**config.mk**
```make
export PLATFORM = sky130hd
export DESIGN_NAME = fault_first_loader
export DESIGN_NICKNAME = d
export VERILOG_FILES = /design/src/rtl/ffl_pkg.sv /design/src/rtl/ffl_index_math.sv /design/src/rtl/ffl_seg_buffer.sv /design/src/rtl/ffl_seq_fsm.sv /design/src/rtl/fault_first_loader.sv
export SDC_FILE = /design/constraint.sdc
export NUM_CORES = 1
export LEC_CHECK = 0
export ABC_CLOCK_PERIOD_IN_PS = 10500
export CAP_MARGIN = 20
export CORE_MARGIN = 2
export CORE_UTILIZATION = 40
export CTS_BUF_LIST = sky130_fd_sc_hd__clkbuf_16
export DETAILED_ROUTE_END_ITERATION = 12
export PLACE_DENSITY = 0.56
export SLEW_MARGIN = 20
export SYNTH_ARGS = -nofsm -noshare
export SYNTH_HDL_FRONTEND = slang
export SYNTH_SLANG_ARGS = --single-unit
```
**constraint.sdc**
```tcl
create_clock -name clk -period 10.5 [get_ports clk]
set_clock_uncertainty 0.15 [all_clocks]
set_input_delay 2.1 -clock clk [delete_from_list [all_inputs] [get_ports clk]]
set_output_delay 2.1 -clock clk [all_outputs]
set_load 0.01 [all_outputs]
```
**src/rtl/ffl_pkg.sv**
```systemverilog
package ffl_pkg;
  localparam int NF_MAX = 8;

  typedef enum logic [1:0] {
    ST_IDLE  = 2'd0,
    ST_SCAN  = 2'd1,
    ST_WAIT  = 2'd2,
    ST_DRAIN = 2'd3
  } ffl_state_e;
endpackage

```
**src/rtl/ffl_index_math.sv**
```systemverilog
module ffl_index_math #(
  parameter int ADDR_W = 32,
  parameter int VL_W   = 7,
  parameter int FN_W   = 3,
  parameter int REG_W  = 5
) (
  input  logic [ADDR_W-1:0] base_i,
  input  logic [VL_W-1:0]   idx_i,
  input  logic [FN_W-1:0]   nf_m1_i,
  input  logic [FN_W-1:0]   req_field_i,
  input  logic [1:0]        esz_i,
  input  logic [REG_W-1:0]  reg_base_i,
  input  logic [3:0]        emul_i,
  input  logic [FN_W-1:0]   wr_field_i,
  output logic [ADDR_W-1:0] addr_o,
  output logic [REG_W-1:0]  dest_o
);
  // packed slot of (element, field), scaled by element bytes
  function automatic logic [ADDR_W-1:0] slot_addr(
    input logic [ADDR_W-1:0] b, input logic [VL_W-1:0] i,
    input logic [FN_W-1:0] nfm1, input logic [FN_W-1:0] f, input logic [1:0] e);
    logic [ADDR_W-1:0] slot;
    slot = ADDR_W'(i) * (ADDR_W'(nfm1) + ADDR_W'(1)) + ADDR_W'(f);
    return b + (slot << e);
  endfunction

  // destination register of a field group, wrapping the register space
  function automatic logic [REG_W-1:0] group_reg(
    input logic [REG_W-1:0] rb, input logic [FN_W-1:0] f, input logic [3:0] em);
    return rb + REG_W'(REG_W'(f) * REG_W'(em));
  endfunction

  assign addr_o = slot_addr(base_i, idx_i, nf_m1_i, req_field_i, esz_i);
  assign dest_o = group_reg(reg_base_i, wr_field_i, emul_i);
endmodule

```
**src/rtl/ffl_seg_buffer.sv**
```systemverilog
module ffl_seg_buffer #(
  parameter int DATA_W = 64,
  parameter int NF_MAX = 8,
  localparam int FN_W  = $clog2(NF_MAX)
) (
  input  logic              clk,
  input  logic              we_i,
  input  logic [FN_W-1:0]   wfield_i,
  input  logic [1:0]        esz_i,
  input  logic [DATA_W-1:0] wdata_i,
  input  logic [FN_W-1:0]   rfield_i,
  output logic [DATA_W-1:0] rdata_o
);
  logic [DATA_W-1:0] slots_q [NF_MAX];

  // keep only the low 2^esz bytes
  function automatic logic [DATA_W-1:0] trim(input logic [DATA_W-1:0] d, input logic [1:0] e);
    logic [DATA_W-1:0] keep;
    keep = (e == 2'd3) ? '1 : ((DATA_W'(1) << (6'd8 << e)) - DATA_W'(1));
    return d & keep;
  endfunction

  always_ff @(posedge clk) begin
    if (we_i) slots_q[wfield_i] <= trim(wdata_i, esz_i);
  end

  assign rdata_o = slots_q[rfield_i];
endmodule

```
**src/rtl/ffl_seq_fsm.sv**
```systemverilog
module ffl_seq_fsm
  import ffl_pkg::*;
#(
  parameter int ADDR_W = 32,
  parameter int MAX_VL = 64,
  parameter int REG_W  = 5,
  localparam int VL_W  = $clog2(MAX_VL + 1),
  localparam int IDX_W = $clog2(MAX_VL),
  localparam int FN_W  = $clog2(NF_MAX)
) (
  input  logic              clk,
  input  logic              rst_n,
  input  logic              start_i,
  input  logic [ADDR_W-1:0] base_addr_i,
  input  logic [VL_W-1:0]   vl_i,
  input  logic [VL_W-1:0]   vstart_i,
  input  logic [FN_W-1:0]   nf_m1_i,
  input  logic [1:0]        esz_i,
  input  logic [REG_W-1:0]  reg_base_i,
  input  logic [3:0]        emul_i,
  input  logic              mask_en_i,
  input  logic [MAX_VL-1:0] mask_i,
  input  logic              resp_valid_i,
  input  logic              resp_fault_i,
  output logic              busy_o,
  output logic              issue_o,
  output logic              accept_ok_o,
  output logic              drain_o,
  output logic [VL_W-1:0]   idx_o,
  output logic [FN_W-1:0]   fn_o,
  output logic [FN_W-1:0]   dptr_o,
  output logic [ADDR_W-1:0] base_o,
  output logic [FN_W-1:0]   nf_m1_o,
  output logic [1:0]        esz_o,
  output logic [REG_W-1:0]  reg_base_o,
  output logic [3:0]        emul_o,
  output logic              done_o,
  output logic              trap_o,
  output logic [VL_W-1:0]   new_vl_o,
  output logic [VL_W-1:0]   new_vstart_o
);
  ffl_state_e        state_q;
  logic [VL_W-1:0]   idx_q, vl_q, nvl_q, nvs_q;
  logic [FN_W-1:0]   fn_q, dptr_q, nf_q;
  logic [1:0]        esz_q;
  logic [ADDR_W-1:0] base_q;
  logic [REG_W-1:0]  rbase_q;
  logic [3:0]        emul_q;
  logic              men_q, done_q, trap_q;
  logic [MAX_VL-1:0] mask_q;

  // named internal events
  logic at_end, elem_active, issue_ev, accept_ev, fault_ev, trap_ev, trunc_ev;
  logic finish_ev, drain_ev, last_field, last_drain;

  assign at_end      = (idx_q >= vl_q);
  assign elem_active = !men_q || mask_q[idx_q[IDX_W-1:0]];
  assign issue_ev    = (state_q == ST_SCAN) && !at_end && elem_active;
  assign accept_ev   = (state_q == ST_WAIT) && resp_valid_i;
  assign fault_ev    = accept_ev && resp_fault_i;
  assign trap_ev     = fault_ev && (idx_q == '0);
  assign trunc_ev    = fault_ev && (idx_q != '0);
  assign finish_ev   = (state_q == ST_SCAN) && at_end;
  assign drain_ev    = (state_q == ST_DRAIN);
  assign last_field  = (fn_q == nf_q);
  assign last_drain  = (dptr_q == nf_q);

  always_ff @(posedge clk) begin
    if (!rst_n) begin
      state_q <= ST_IDLE;
      idx_q   <= '0;
      vl_q    <= '0;
      fn_q    <= '0;
      dptr_q  <= '0;
      nf_q    <= '0;
      esz_q   <= '0;
      base_q  <= '0;
      rbase_q <= '0;
      emul_q  <= '0;
      men_q   <= 1'b0;
      mask_q  <= '0;
      done_q  <= 1'b0;
      trap_q  <= 1'b0;
      nvl_q   <= '0;
      nvs_q   <= '0;
    end else begin
      done_q <= 1'b0;
      trap_q <= 1'b0;
      unique case (state_q)
        ST_IDLE: begin
          if (start_i) begin
            base_q  <= base_addr_i;
            vl_q    <= vl_i;
            idx_q   <= vstart_i;
            nf_q    <= nf_m1_i;
            esz_q   <= esz_i;
            rbase_q <= reg_base_i;
            emul_q  <= emul_i;
            men_q   <= mask_en_i;
            mask_q  <= mask_i;
            fn_q    <= '0;
            dptr_q  <= '0;
            state_q <= ST_SCAN;
          end
        end
        ST_SCAN: begin
          if (at_end) begin
            done_q  <= 1'b1;
            nvl_q   <= vl_q;
            nvs_q   <= '0;
            state_q <= ST_IDLE;
          end else if (!elem_active) begin
            idx_q <= idx_q + VL_W'(1);
          end else begin
            state_q <= ST_WAIT;
          end
        end
        ST_WAIT: begin
          if (trap_ev) begin
            done_q  <= 1'b1;
            trap_q  <= 1'b1;
            nvl_q   <= vl_q;
            nvs_q   <= idx_q;
            state_q <= ST_IDLE;
          end else if (trunc_ev) begin
            done_q  <= 1'b1;
            nvl_q   <= idx_q;
            nvs_q   <= '0;
            state_q <= ST_IDLE;
          end else if (accept_ev) begin
            if (last_field) begin
              dptr_q  <= '0;
              state_q <= ST_DRAIN;
            end else begin
              fn_q    <= fn_q + FN_W'(1);
              state_q <= ST_SCAN;
            end
          end
        end
        ST_DRAIN: begin
          if (last_drain) begin
            idx_q   <= idx_q + VL_W'(1);
            fn_q    <= '0;
            state_q <= ST_SCAN;
          end else begin
            dptr_q <= dptr_q + FN_W'(1);
          end
        end
        default: state_q <= ST_IDLE;
      endcase
    end
  end

  assign busy_o       = (state_q != ST_IDLE);
  assign issue_o      = issue_ev;
  assign accept_ok_o  = accept_ev && !resp_fault_i;
  assign drain_o      = drain_ev;
  assign idx_o        = idx_q;
  assign fn_o         = fn_q;
  assign dptr_o       = dptr_q;
  assign base_o       = base_q;
  assign nf_m1_o      = nf_q;
  assign esz_o        = esz_q;
  assign reg_base_o   = rbase_q;
  assign emul_o       = emul_q;
  assign done_o       = done_q;
  assign trap_o       = trap_q;
  assign new_vl_o     = nvl_q;
  assign new_vstart_o = nvs_q;

  // a request is always followed by a waiting cycle
  assert_single_request_R4: assert property (@(posedge clk) disable iff (!rst_n)
    issue_ev |=> !issue_ev);
  // nothing new goes out while a response is still owed
  assert_wait_blocks_R4: assert property (@(posedge clk) disable iff (!rst_n)
    (state_q == ST_WAIT && !resp_valid_i) |=> !issue_ev);
  // a fault response is never followed by a write
  assert_no_write_after_fault_R7: assert property (@(posedge clk) disable iff (!rst_n)
    fault_ev |=> !drain_ev);
  // a trap keeps the length and reports element zero
  assert_trap_report_R8: assert property (@(posedge clk) disable iff (!rst_n)
    trap_q |-> (done_q && nvl_q == vl_q && nvs_q == '0));
  // a quiet finish never grows the length and clears the start
  assert_quiet_finish_R9: assert property (@(posedge clk) disable iff (!rst_n)
    (done_q && !trap_q) |-> (nvl_q <= vl_q && nvs_q == '0));
  // a start while busy leaves the latched job alone
  assert_busy_start_ignored_R11: assert property (@(posedge clk) disable iff (!rst_n)
    (busy_o && start_i) |=> ($stable(vl_q) && $stable(base_q) && $stable(nf_q)));
endmodule

```
**src/rtl/fault_first_loader.sv**
```systemverilog
module fault_first_loader
  import ffl_pkg::*;
#(
  parameter int ADDR_W = 32,
  parameter int DATA_W = 64,
  parameter int MAX_VL = 64,
  parameter int REG_W  = 5,
  localparam int VL_W  = $clog2(MAX_VL + 1),
  localparam int FN_W  = $clog2(NF_MAX)
) (
  input  logic              clk,
  input  logic              rst_n,
  input  logic              start_i,
  input  logic [ADDR_W-1:0] base_addr_i,
  input  logic [VL_W-1:0]   vl_i,
  input  logic [VL_W-1:0]   vstart_i,
  input  logic [FN_W-1:0]   nf_m1_i,
  input  logic [1:0]        esz_i,
  input  logic [REG_W-1:0]  reg_base_i,
  input  logic [3:0]        emul_i,
  input  logic              mask_en_i,
  input  logic [MAX_VL-1:0] mask_i,
  output logic              busy_o,
  output logic              req_valid_o,
  output logic [ADDR_W-1:0] req_addr_o,
  output logic [1:0]        req_size_o,
  input  logic              resp_valid_i,
  input  logic              resp_fault_i,
  input  logic [DATA_W-1:0] resp_data_i,
  output logic              wr_en_o,
  output logic [REG_W-1:0]  wr_reg_o,
  output logic [VL_W-1:0]   wr_idx_o,
  output logic [DATA_W-1:0] wr_data_o,
  output logic              done_o,
  output logic              trap_o,
  output logic [VL_W-1:0]   new_vl_o,
  output logic [VL_W-1:0]   new_vstart_o
);
  logic              issue_w, accept_ok_w, drain_w;
  logic [VL_W-1:0]   idx_w;
  logic [FN_W-1:0]   fn_w, dptr_w, nf_w;
  logic [ADDR_W-1:0] base_w;
  logic [1:0]        esz_w;
  logic [REG_W-1:0]  rbase_w;
  logic [3:0]        emul_w;

  ffl_seq_fsm #(.ADDR_W(ADDR_W), .MAX_VL(MAX_VL), .REG_W(REG_W)) u_fsm (
    .clk(clk), .rst_n(rst_n), .start_i(start_i),
    .base_addr_i(base_addr_i), .vl_i(vl_i), .vstart_i(vstart_i),
    .nf_m1_i(nf_m1_i), .esz_i(esz_i), .reg_base_i(reg_base_i), .emul_i(emul_i),
    .mask_en_i(mask_en_i), .mask_i(mask_i),
    .resp_valid_i(resp_valid_i), .resp_fault_i(resp_fault_i),
    .busy_o(busy_o), .issue_o(issue_w), .accept_ok_o(accept_ok_w), .drain_o(drain_w),
    .idx_o(idx_w), .fn_o(fn_w), .dptr_o(dptr_w), .base_o(base_w), .nf_m1_o(nf_w),
    .esz_o(esz_w), .reg_base_o(rbase_w), .emul_o(emul_w),
    .done_o(done_o), .trap_o(trap_o), .new_vl_o(new_vl_o), .new_vstart_o(new_vstart_o)
  );

  ffl_index_math #(.ADDR_W(ADDR_W), .VL_W(VL_W), .FN_W(FN_W), .REG_W(REG_W)) u_math (
    .base_i(base_w), .idx_i(idx_w), .nf_m1_i(nf_w), .req_field_i(fn_w),
    .esz_i(esz_w), .reg_base_i(rbase_w), .emul_i(emul_w), .wr_field_i(dptr_w),
    .addr_o(req_addr_o), .dest_o(wr_reg_o)
  );

  ffl_seg_buffer #(.DATA_W(DATA_W), .NF_MAX(NF_MAX)) u_buf (
    .clk(clk), .we_i(accept_ok_w), .wfield_i(fn_w), .esz_i(esz_w),
    .wdata_i(resp_data_i), .rfield_i(dptr_w), .rdata_o(wr_data_o)
  );

  assign req_valid_o = issue_w;
  assign req_size_o  = esz_w;
  assign wr_en_o     = drain_w;
  assign wr_idx_o    = idx_w;

  // writes and requests never share a cycle
  assert_write_not_with_request_R7: assert property (@(posedge clk) disable iff (!rst_n)
    wr_en_o |-> !req_valid_o);
  // the idle block drives no traffic
  assert_idle_quiet_R1: assert property (@(posedge clk) disable iff (!rst_n)
    !busy_o |-> (!req_valid_o && !wr_en_o));
endmodule

```
* Word-level counts from Yosys, hierarchy flattened
Memory sizes are Yosys's and may differ from the RTL's. A register that Yosys moved wholly into a read port is not among the register bits.
Cells that the tools add are included.
** Operators by class
- Equality and inequality tests :: 20
- $add $sub $neg :: 8
- Bitwise logic cells :: 1
- Shift-type cells :: 3
- Multiply operators :: 2
- $lt $le $gt $ge :: 2
- Reductions and logical operators :: 25
- Muxes and demuxes :: 47
** Operators with widths (count)
- 7-bit two-way mux :: 10
- 64-bit bitwise AND :: 1
- 64-bit two-way mux :: 1
- 1-bit by 6-bit left shift with 64-bit output, first input constant :: 1
- 64-bit by 1-bit subtractor with 64-bit output, second input constant :: 1
- 3-bit two-way mux :: 13
- 32-bit by 3-bit adder with 32-bit output :: 1
- 32-bit adder :: 1
- 7-bit by 32-bit multiplier with 32-bit output :: 1
- 32-bit by 2-bit left shift with 32-bit output :: 1
- 7-bit one-hot mux with 2 select lines :: 2
- 7-bit one-hot mux with 3 select lines :: 1
- 3-bit one-hot mux with 3 select lines :: 2
- 2-bit two-way mux :: 8
- 2-bit != test, second input constant :: 7
- 7-bit AND reduction :: 2
- 2-bit by 1-bit != test with 1-bit output, second input constant :: 4
- 2-bit one-hot mux with 4 select lines :: 1
- 7-bit by 1-bit adder with 7-bit output, second input constant :: 1
- 7-bit >= comparator :: 1
- 1-bit logical AND :: 7
- 7-bit logical NOT :: 1
- 6-bit by 7-bit < comparator with 1-bit output, second input constant :: 1
- 1-bit two-way mux :: 7
- other kinds (22) :: 32
** Storage, ports and cells
- Memories :: 1
- Logic and storage cells :: 125
- Bits in registers :: 149
- Output and inout bits :: 129
- RAM bits :: 512
- Input bits :: 194
** Memories
- u_buf.slots_q :: words 8, width 64, read ports 1, clocked after memory_dff 1, wr ports 1, RTL line ffl_seg_buffer.sv:14 : logic [DATA_W-1:0] slots_q [NF_MAX];

* Depth between registers and ports, before layout
Gate-level depths: netlist (run 1).
- Depth in word-level cells :: 9
- Mapped depth :: 23
- Mapped depth without buffers :: 23

* Modules after synthesis
Synthesis (run 1) repeated with hierarchy kept, for this count alone.
** Second synthesis, totals
- Cell total of the unflattened synthesis :: 1980
- Area total of the unflattened synthesis :: 29039.1 um2
** By module, submodules not included
- ffl_seg_buffer :: times used 1, cells each 825, area an instance 19683.9 um2, seq. area each 15374.7 um2
- ffl_seq_fsm :: times used 1, cells each 798, area an instance 6558.8 um2, seq. area each 2982.9 um2
- ffl_index_math :: times used 1, cells each 357, area an instance 2796.4 um2, seq. area each 0.0 um2

* Least setup slack after synthesis (run 1)
No wires, ideal clock.
- Kind :: reg-to-output
- Start point :: register u_fsm.idx_q[1], in the netlist u_fsm.idx_o[1]
- End point :: output port req_addr_o[27]
- Path slack :: 2.727 ns
- Required time :: 8.250 ns
- Stages on the path, launching flop included :: 24
- Path buffers :: 2
- Arrival :: 5.523 ns
- Path through :: dfxtp_1 buf_2 clkbuf_1 nand2_1 fa_1 inv_1 fa_1 ha_1 ha_1 a21o_1 a21oi_1 o21a_1 a211oi_1 o21a_1 o22ai_1 o22ai_1 ha_1 a21o_1 a21o_1 a21oi_1 a21boi_0 a31oi_1 nand4_1 xnor2_1
** Between the ends
- Word-level cells in the longest chain between the ends :: 4
** RTL lines
- start, declared :: RTL line ffl_seq_fsm.sv:43 : logic [VL_W-1:0] idx_q, vl_q, nvl_q, nvs_q;
- start signal, assigned :: RTL line ffl_seq_fsm.sv:94 : idx_q <= vstart_i;
- start signal, assigned :: RTL line ffl_seq_fsm.sv:113 : idx_q <= idx_q + VL_W'(1);
- start signal, assigned :: RTL line ffl_seq_fsm.sv:142 : idx_q <= idx_q + VL_W'(1);
- 7-bit by 32-bit multiplier with 32-bit output :: RTL line ffl_index_math.sv:23 : slot = ADDR_W'(i) * (ADDR_W'(nfm1) + ADDR_W'(1)) + ADDR_W'(f);
- 32-bit by 3-bit adder with 32-bit output :: RTL line ffl_index_math.sv:23
- 32-bit by 2-bit left shift with 32-bit output :: RTL line ffl_index_math.sv:24 : return b + (slot << e);
- 32-bit adder :: RTL line ffl_index_math.sv:24
- end, declared :: RTL line fault_first_loader.sv:25 : output logic [ADDR_W-1:0] req_addr_o,
Every way passes these cells.

* Worst setup path in the final report (run 1)
- Start point :: register u_fsm.nf_q[0], in the netlist u_fsm.nf_m1_o[0]
- End point :: output port req_addr_o[31]
** Between the ends
- Word-level cells in the longest chain between the ends :: 5
** RTL lines
- start, declared :: RTL line ffl_seq_fsm.sv:44 : logic [FN_W-1:0] fn_q, dptr_q, nf_q;
- start signal, assigned :: RTL line ffl_seq_fsm.sv:95 : nf_q <= nf_m1_i;
- 3-bit by 1-bit adder with 4-bit output :: RTL line ffl_index_math.sv:23
- 7-bit by 32-bit multiplier with 32-bit output :: RTL line ffl_index_math.sv:23
- 32-bit by 3-bit adder with 32-bit output :: RTL line ffl_index_math.sv:23
- 32-bit by 2-bit left shift with 32-bit output :: RTL line ffl_index_math.sv:24
- 32-bit adder :: RTL line ffl_index_math.sv:24
Every way passes these cells.

==> results.toml, run 1 <==
[clock_network]
path_clk_slew_ps = 60
clockBufferDepth = 3
hold_buffers = 0
cts.sinks = 664
cts_root_buffer = "clkbuf_16"
htreeDepth = 3
clk_latency_ps = 610
cts_buffers = 72
cts_tree = "yes"

[die]
die_h_um = 272.5
die-area_um2 = 74260
chipWidth_um = 272.5
core_area_um2 = 71490
io_pins = 323
floorplan.initialDensity_pct = 40.34
rows = 98

[min_path]
worst_hold_path_type = "reg -> reg"
worstHoldStart = "u_fsm.mask_q[39]"

[global_routing]
grt_max_degree = 115
grt_pass1_vias = 18309
antenna_found_initial = 10
grt_first_pass_wirelength_um = 108000
gr-usage-all-layers_pct = 19.04
grt-ovfl-total = 0

[timing]
hold_viol = 0
fmax_ghz = 0.1039
min_period_over_period_pct = 91.66
setup_slack_ps = 875.2
rsz0062_at_grt = "no"
slew_viol_final = 0
setup_violations = 0
worst_pin_slew_ps = 984.3
period_needed_ps = 9625
slew_headroom_pct = 34.38
totalNegativeSetupSlack_ps = 0

[pwr]
p_comb_share_pct = 16.0
swShare_pct = 25.67
peakVddDrop_mv = 0.1052
seqPwrFrac_pct = 45.2
switchingPower_uw = 1687
pwr-share-clk_pct = 38.8
power.density_nw_per_um2 = 185.1
p_int_uw = 4886
power_leakage_uw = 0.01226

[layout]
nets = 2555
area_delta_synth_final_pct = 23.11
drive_gt1_share_pct = 15.69
final_cell_mix = "512 x edfxtp_1, 322 x clkdlybuf4s50_1, 303 x nand2_1, 163 x a21oi_1, 147 x dfxtp_1"
layout_commonest_cell = "edfxtp_1"
nFillCells = 6098

[worst_setup_path]
path_cells = "ha_1 -> xor2_1 -> nand2_1 -> fa_1 -> inv_1 -> fa_1 -> ha_1 -> ha_1 -> a21oi_1 -> o211ai_1 -> a2111oi_0 -> nor3b_1 -> nand2b_1 -> a22oi_1 -> ha_1 -> a21o_1 -> a21o_1 -> a21oi_1 -> a21boi_0 -> a31oi_2 -> nand3_1 -> xnor2_1 -> clkdlybuf4s50_1"
crit_start = "u_fsm.nf_m1_o[0]"
r2r_end = "u_buf.slots_q[4][48]"
worst_ep_arrival_time_ps = 7370
cpMostUsedCell = "ha_1"
critPathCaptureType = "primary output"
r2r-start = "u_fsm.state_q[0]"
critPathMaxStageDelay_ps = 570
cp_max_fo = 12
slowest_stage = "dfxtp_1"
r2r_slack_ps = 6720
start_kind = "flip-flop"
setup.worst_path.class = "reg -> out"
required_ps = 8250
crit_end = "req_addr_o[31]"
r2r_cells = 6

[synthesis]
synth-main-ff-cell = "edfxtp_1"
avgSynthCellArea_um2 = 14.59
syn-num-nets = 2252
yosys_warnings = 0
syn_inst = 1977
ys_seq_area_share_pct = 63.86
syn_area_um2 = 28840
ys_seq_elements = 664
synth_edf_count = 512
async_flop_share_pct = 0
yosysUniqueCellTypes = 63

[placed_design]
placement.io_buffers = 322
post-place-ws_ps = 1215
globalplace.congestion = 0.7890
dp_hpwl_um = 42550

[detailed_routing]
routedWlPerCell_um = 21.58
drt-initial-drc-count = 809
firstDrtPassIters = 5
via_count = 17397
via_per_inst = 5.286
drt_wl_total_um = 71020
drc = 0
ant_nets = 0

[job]
drv_cap = 0

[run_status]
status = "completed"
worst max-delay path: cells and delay by family, from the launching register on:
family | cells | cell delay [ps]
AO/OA/AOI/OAI | 9 | 2180
buffers and inverters | 2 | 610
AND/OR/NAND/NOR | 4 | 670
adder cells (fa/ha/maj) | 6 | 2150
XOR/XNOR | 2 | 570
flip-flops | 1 | 570
synthesized netlist by cell type (3+ instances only):
library cell  count  area, um^2
mux2i_1          15       150.1
nor3_1           15       75.07
nand2_1         304        1141
nand3b_1          3       22.52
buf_1            18       67.56
dfxtp_1         152        3043
nor2_1           47       176.4
fa_1             18       360.4
o22ai_1           4       25.02
o211ai_1         13       97.59
o31a_1            3       26.28
o32ai_2           5       81.33
nand2b_1          9       56.30
nor4_1            4       25.02
mux4_1            4       105.1
and3_1           44       275.3
ha_1             63       788.3
or2_2             6       37.54
xnor2_1          37       324.1
a21oi_1         163       815.8
xor2_1            9       78.83
nor2b_1          17       106.4
nand3_1          16       80.08
nand4_1           5       31.28
a21boi_0          5       37.54
and2_1           40       250.2
clkbuf_1         96       360.4
a311oi_1          3       26.28
nand4b_1          3       26.28
a21o_1           13       97.59
a22oi_1           7       52.55
a211oi_1         11       82.58
mux2_2           65       732.0
buf_6             3       33.78
inv_1            42       157.7
edfxtp_1        512       15370
a31oi_1           4       25.02
mux4_2          141        3176
o21a_1            4       30.03
o21ai_0          25       125.1
metrics by stage:
step | utilization, % | hold WS (ps) | total power, uW | area (um^2) | instances
after global routing | 49.66 | 319.8 | 6863 | 35500 | 3289
after floorplan | - | 281.5 | 3657 | 28840 | 1977
after global placement | 46.23 | 291.3 | 4073 | 33050 | 3155
after detailed placement | 46.24 | 296.1 | 4089 | 33050 | 3155
final | 49.67 | 302.3 | 6573 | 35500 | 3291
after CTS | 49.60 | 304.2 | 6657 | 35460 | 3288
routing by layer:
| metal | track usage, % | up-vias | routed length, um |
|---|---|---|---|
| met2 | 32.28 | 423 | 35210 |
| met1 | 24.54 | 8787 | 30290 |
| met4 | 4.873 | 18 | 1229 |
| li1 | - | 8061 | - |
| met3 | 4.701 | 108 | 4167 |
| met5 | 0 | - | 120 |
worst min-delay path by stage:
stage	to	slack, ps	depth (start not counted)
5_1_grt	u_fsm.mask_q[37]	320	2
3_5_place_dp	u_fsm.mask_q[30]	300	2
3_3_place_gp	u_fsm.mask_q[31]	290	2
4_1_cts	u_fsm.mask_q[30]	300	2
2_1_floorplan	u_fsm.mask_q[19]	280	2
6_report	u_fsm.mask_q[39]	300	2
power groups by stage:
stage / clock (uW) / combinational [uW] / sequential [uW]
CTS: 2620 / 1070 / 2970
floorplan: 0 / 638 / 3020
global route: 2720 / 1160 / 2980
detailed placement: 0 / 1060 / 3030
global placement: 0 / 1050 / 3030
finish: 2550 / 1050 / 2970
final cells by class:
cell class              instances  area (um^2)  area share [%]
flip-flops and latches        664        18430           51.91
clock buffers                  75         1877           5.286
well taps                     950         1189           3.348
inverters                      43        163.9          0.4617
repair buffers                350         3461           9.748
multi-input cells            1149         9849           27.74
clock inverters                58        528.0           1.487
diodes                          2        5.005         0.01410
flip-flops by register name, indices dropped and copies added, names as in the netlist, named ones only:
signal,flops
u_buf.slots_q,512
u_fsm.mask_q,64
u_fsm.base_o,32
u_fsm.idx_o,7
u_fsm.new_vl_o,7
u_fsm.new_vstart_o,7
u_fsm.vl_q,7
u_fsm.reg_base_o,5
u_fsm.emul_o,4
u_fsm.dptr_o,3
u_fsm.fn_o,3
u_fsm.nf_m1_o,3
u_fsm.esz_o,2
u_fsm.state_q,2
u_fsm.done_o,1
u_fsm.men_q,1
u_fsm.trap_o,1
cell families (layout without fill, tap and decap cells):
logic type | after synthesis | count (layout) | share of synthesized area (%)
flops | 664 | 664 | 63.86
simple gates | 521 | 521 | 8.222
mux | 225 | 225 | 14.43
buf+inv | 164 | 526 | 2.247
fa+ha+maj | 81 | 81 | 3.983
xor+xnor | 46 | 46 | 1.397
compound gates | 276 | 276 | 5.853
other cells | 0 | 2 | 0
what timing repair did:
action,CTS,global route
buffers inserted,0,0
setup endpoints to repair,0,1
resized for setup,0,1
Power figures use the tool's default switching activity.
==> run 2, diff against run 1 <==
--- a/config.mk
+++ b/config.mk
@@ -15,4 +15,5 @@
 export SLEW_MARGIN = 20
 export SYNTH_ARGS = -nofsm -noshare
 export SYNTH_HDL_FRONTEND = slang
+export SYNTH_HIERARCHICAL = 1
 export SYNTH_SLANG_ARGS = --single-unit
==> run 2 against run 1 <==
  * Clock power fell by 7%
  * Setup slack improved by 180 ps
  * First-iteration DRC count rose by 22%
  * Highest routed layer unchanged
==> results.toml, run 2 <==
[global_routing]
grt_max_degree = 92
gr-usage-all-layers_pct = 19.14
grt_pass1_vias = 18391
grt_first_pass_wirelength_um = 108700
grt-ovfl-total = 0
antenna_found_initial = 12

[clock_network]
path_clk_slew_ps = 60
cts_setup_buffers = 0
cts_root_buffer = "clkbuf_16"
cts.sinks = 661
cts_buffers = 73
cts_tree = "yes"
clk_latency_ps = 600
hold_buffers = 0
clockBufferDepth = 3
cts_resized = 0
htreeDepth = 3

[timing]
totalNegativeSetupSlack_ps = 0
worst_pin_slew_ps = 1020
hold_ws_ps = 299.7
setup_violations = 0
period_needed_ps = 9450
fmax_ghz = 0.1058
rsz0062_at_grt = "no"
hold_viol = 0
slew_headroom_pct = 32.02
slew_viol_final = 0
min_period_over_period_pct = 90.00

[synthesis]
synth_common_cells = "512 x edfxtp_1, 287 x nand2_1, 159 x a21oi_1, 149 x dfxtp_1, 140 x mux4_2"
avgSynthCellArea_um2 = 14.67
yosysTopAreaCell = "edfxtp_1"
yosys_warnings = 6
yosysMostFrequentCell = "edfxtp_1"
synth-main-ff-cell = "edfxtp_1"
ys_seq_area_share_pct = 63.22
synth_top_area_share_pct = 52.94
yosysUniqueCellTypes = 75
async_flop_share_pct = 0
synth_edf_count = 512
ys_seq_elements = 661
syn-num-nets = 2257
syn_inst = 1980
syn_area_um2 = 29040
synth.top_cells.by_area = "edfxtp_1 53%, mux4_2 11%, dfxtp_1 10%"

[pwr]
finalPower_uw = 7412
power_leakage_uw = 0.01199
pwr-share-clk_pct = 32.0
switchingPower_uw = 2176
peakVddDrop_mv = 0.1525
swShare_pct = 29.36
seqPwrFrac_pct = 41.3
p_int_uw = 5236
power.density_nw_per_um2 = 209.4
p_comb_share_pct = 26.7

[layout]
largest_register_ffs = 512
finalNonFillerCells = 3299
layout_commonest_cell = "edfxtp_1"
nets = 2566
final_cell_mix = "512 x edfxtp_1, 322 x clkdlybuf4s50_1, 286 x nand2_1, 159 x a21oi_1, 144 x dfxtp_1"
area_delta_synth_final_pct = 21.91
regMostFlops = "u_buf/slots_q"
finish.instance_area_um2 = 35400
drive_gt1_share_pct = 15.60

[detailed_routing]
routedWlPerCell_um = 21.57
ant_nets = 0
drt-initial-drc-count = 990
via_per_inst = 5.323
drc = 0
via_count = 17559
drt_wl_total_um = 71150
firstDrtPassIters = 5

[job]
drv_cap = 0

[worst_setup_path]
start_kind = "flip-flop"
critPathCaptureType = "primary output"
cp_max_fo = 12
worst_ep_arrival_time_ps = 7200
required_ps = 8250
setup.worst_path.class = "reg -> out"

[die]
rows = 98
chipWidth_um = 273.4
floorplan.initialDensity_pct = 40.48
die_h_um = 273.4
io_pins = 323
die-area_um2 = 74770
core_area_um2 = 71730

[placed_design]
dp_cells = 3164
globalplace.congestion = 0.8474
dp_hpwl_um = 43020
placed_area_um2 = 33150
placement.io_buffers = 322

[min_path]
worst_hold_path_type = "reg -> reg"

[run_status]
status = "completed"
==> run 2: cell count changes after synthesis, moves of 9 or more <==
cell      previous run  this run
o21ai_0             25        13
buf_6                3        17
mux2i_1             15        24
xor2_1               9        19
o211ai_1            13         2
nand2_1            304       287
clkbuf_1            96        73
==> run 2: cells by family (layout without fill, tap and decap cells) <==
group | Yosys count | count (layout) | synth area share, %
DFF | 661 | 661 | 63.22
xor gates and xnor gates | 50 | 50 | 1.508
AOI/OAI and AO/OA | 271 | 271 | 5.774
buffers and inverters | 154 | 520 | 2.508
muxes | 235 | 235 | 14.49
and+or+nand+nor | 526 | 526 | 8.462
adders and majority gates | 83 | 83 | 4.042
other | 0 | 3 | 0
==> run 2: worst paths after layout <==
kind         depth (start not counted)  slack [ps]              from                  end
min reg2reg                          2         300  u_fsm/mask_q[56]     u_fsm/mask_q[56]
max reg2reg                          7        6640  u_fsm/state_q[0]  u_buf/slots_q[2][9]
max                                 21        1050  u_fsm/nf_m1_o[0]       req_addr_o[26]
min                                  2         300  u_fsm/mask_q[56]     u_fsm/mask_q[56]
==> run 2: layout make-up <==
class	instances	area (um^2)
Timing Repair Buffer	348	3422
Sequential cell	661	18370
Multi-Input combinational cell	1165	10020
Fill cell	6193	36330
Antenna cell	3	7.507
Inverter	40	152.6
Tap cell	950	1189
Clock buffer	75	1877
Clock inverter	57	360.3
==> run 2: through the flow <==
| stage | setup slack [ps] | util, % |
|---|---|---|
| floorplan | 2990 | - |
| global placement | 2002 | 46.22 |
| detailed placement | 1816 | 46.22 |
| CTS | 1104 | 49.34 |
| global route | 583.5 | 49.35 |
| finish | 1050 | 49.35 |
==> run 2: critical path: stages (launching register included) <==
cell	delay, ps
dfxtp_1	600
ha_1	250
xor2_1	420
nand2_1	140
fa_1	520
inv_1	50
fa_1	480
ha_1	300
ha_1	390
a211oi_2	290
o21ai_1	110
a31oi_1	270
o21a_1	200
or3_1	120
o211ai_1	130
ha_1	520
and4_1	280
nand2_1	90
o31ai_4	430
nand4_1	180
xnor2_1	210
clkdlybuf4s50_1	600
==> run 2: layer usage <==
metal	routed length [um]	GRT usage, %	vias up
met2	35550	32.66	427
met1	29700	24.25	8865
met3	3985	4.579	130
met5	106	0	-
li1	-	-	8119
met4	1806	5.536	18
==> run 2: power by group through the flow <==
stage          clock (uW)  sequential, uW  combinational (uW)
2_1_floorplan           0            3060                1340
3_3_place_gp            0            3120                1990
3_5_place_dp            0            3120                2000
4_1_cts              2440            3070                2010
5_1_grt              2550            3090                2160
6_report             2370            3060                1980
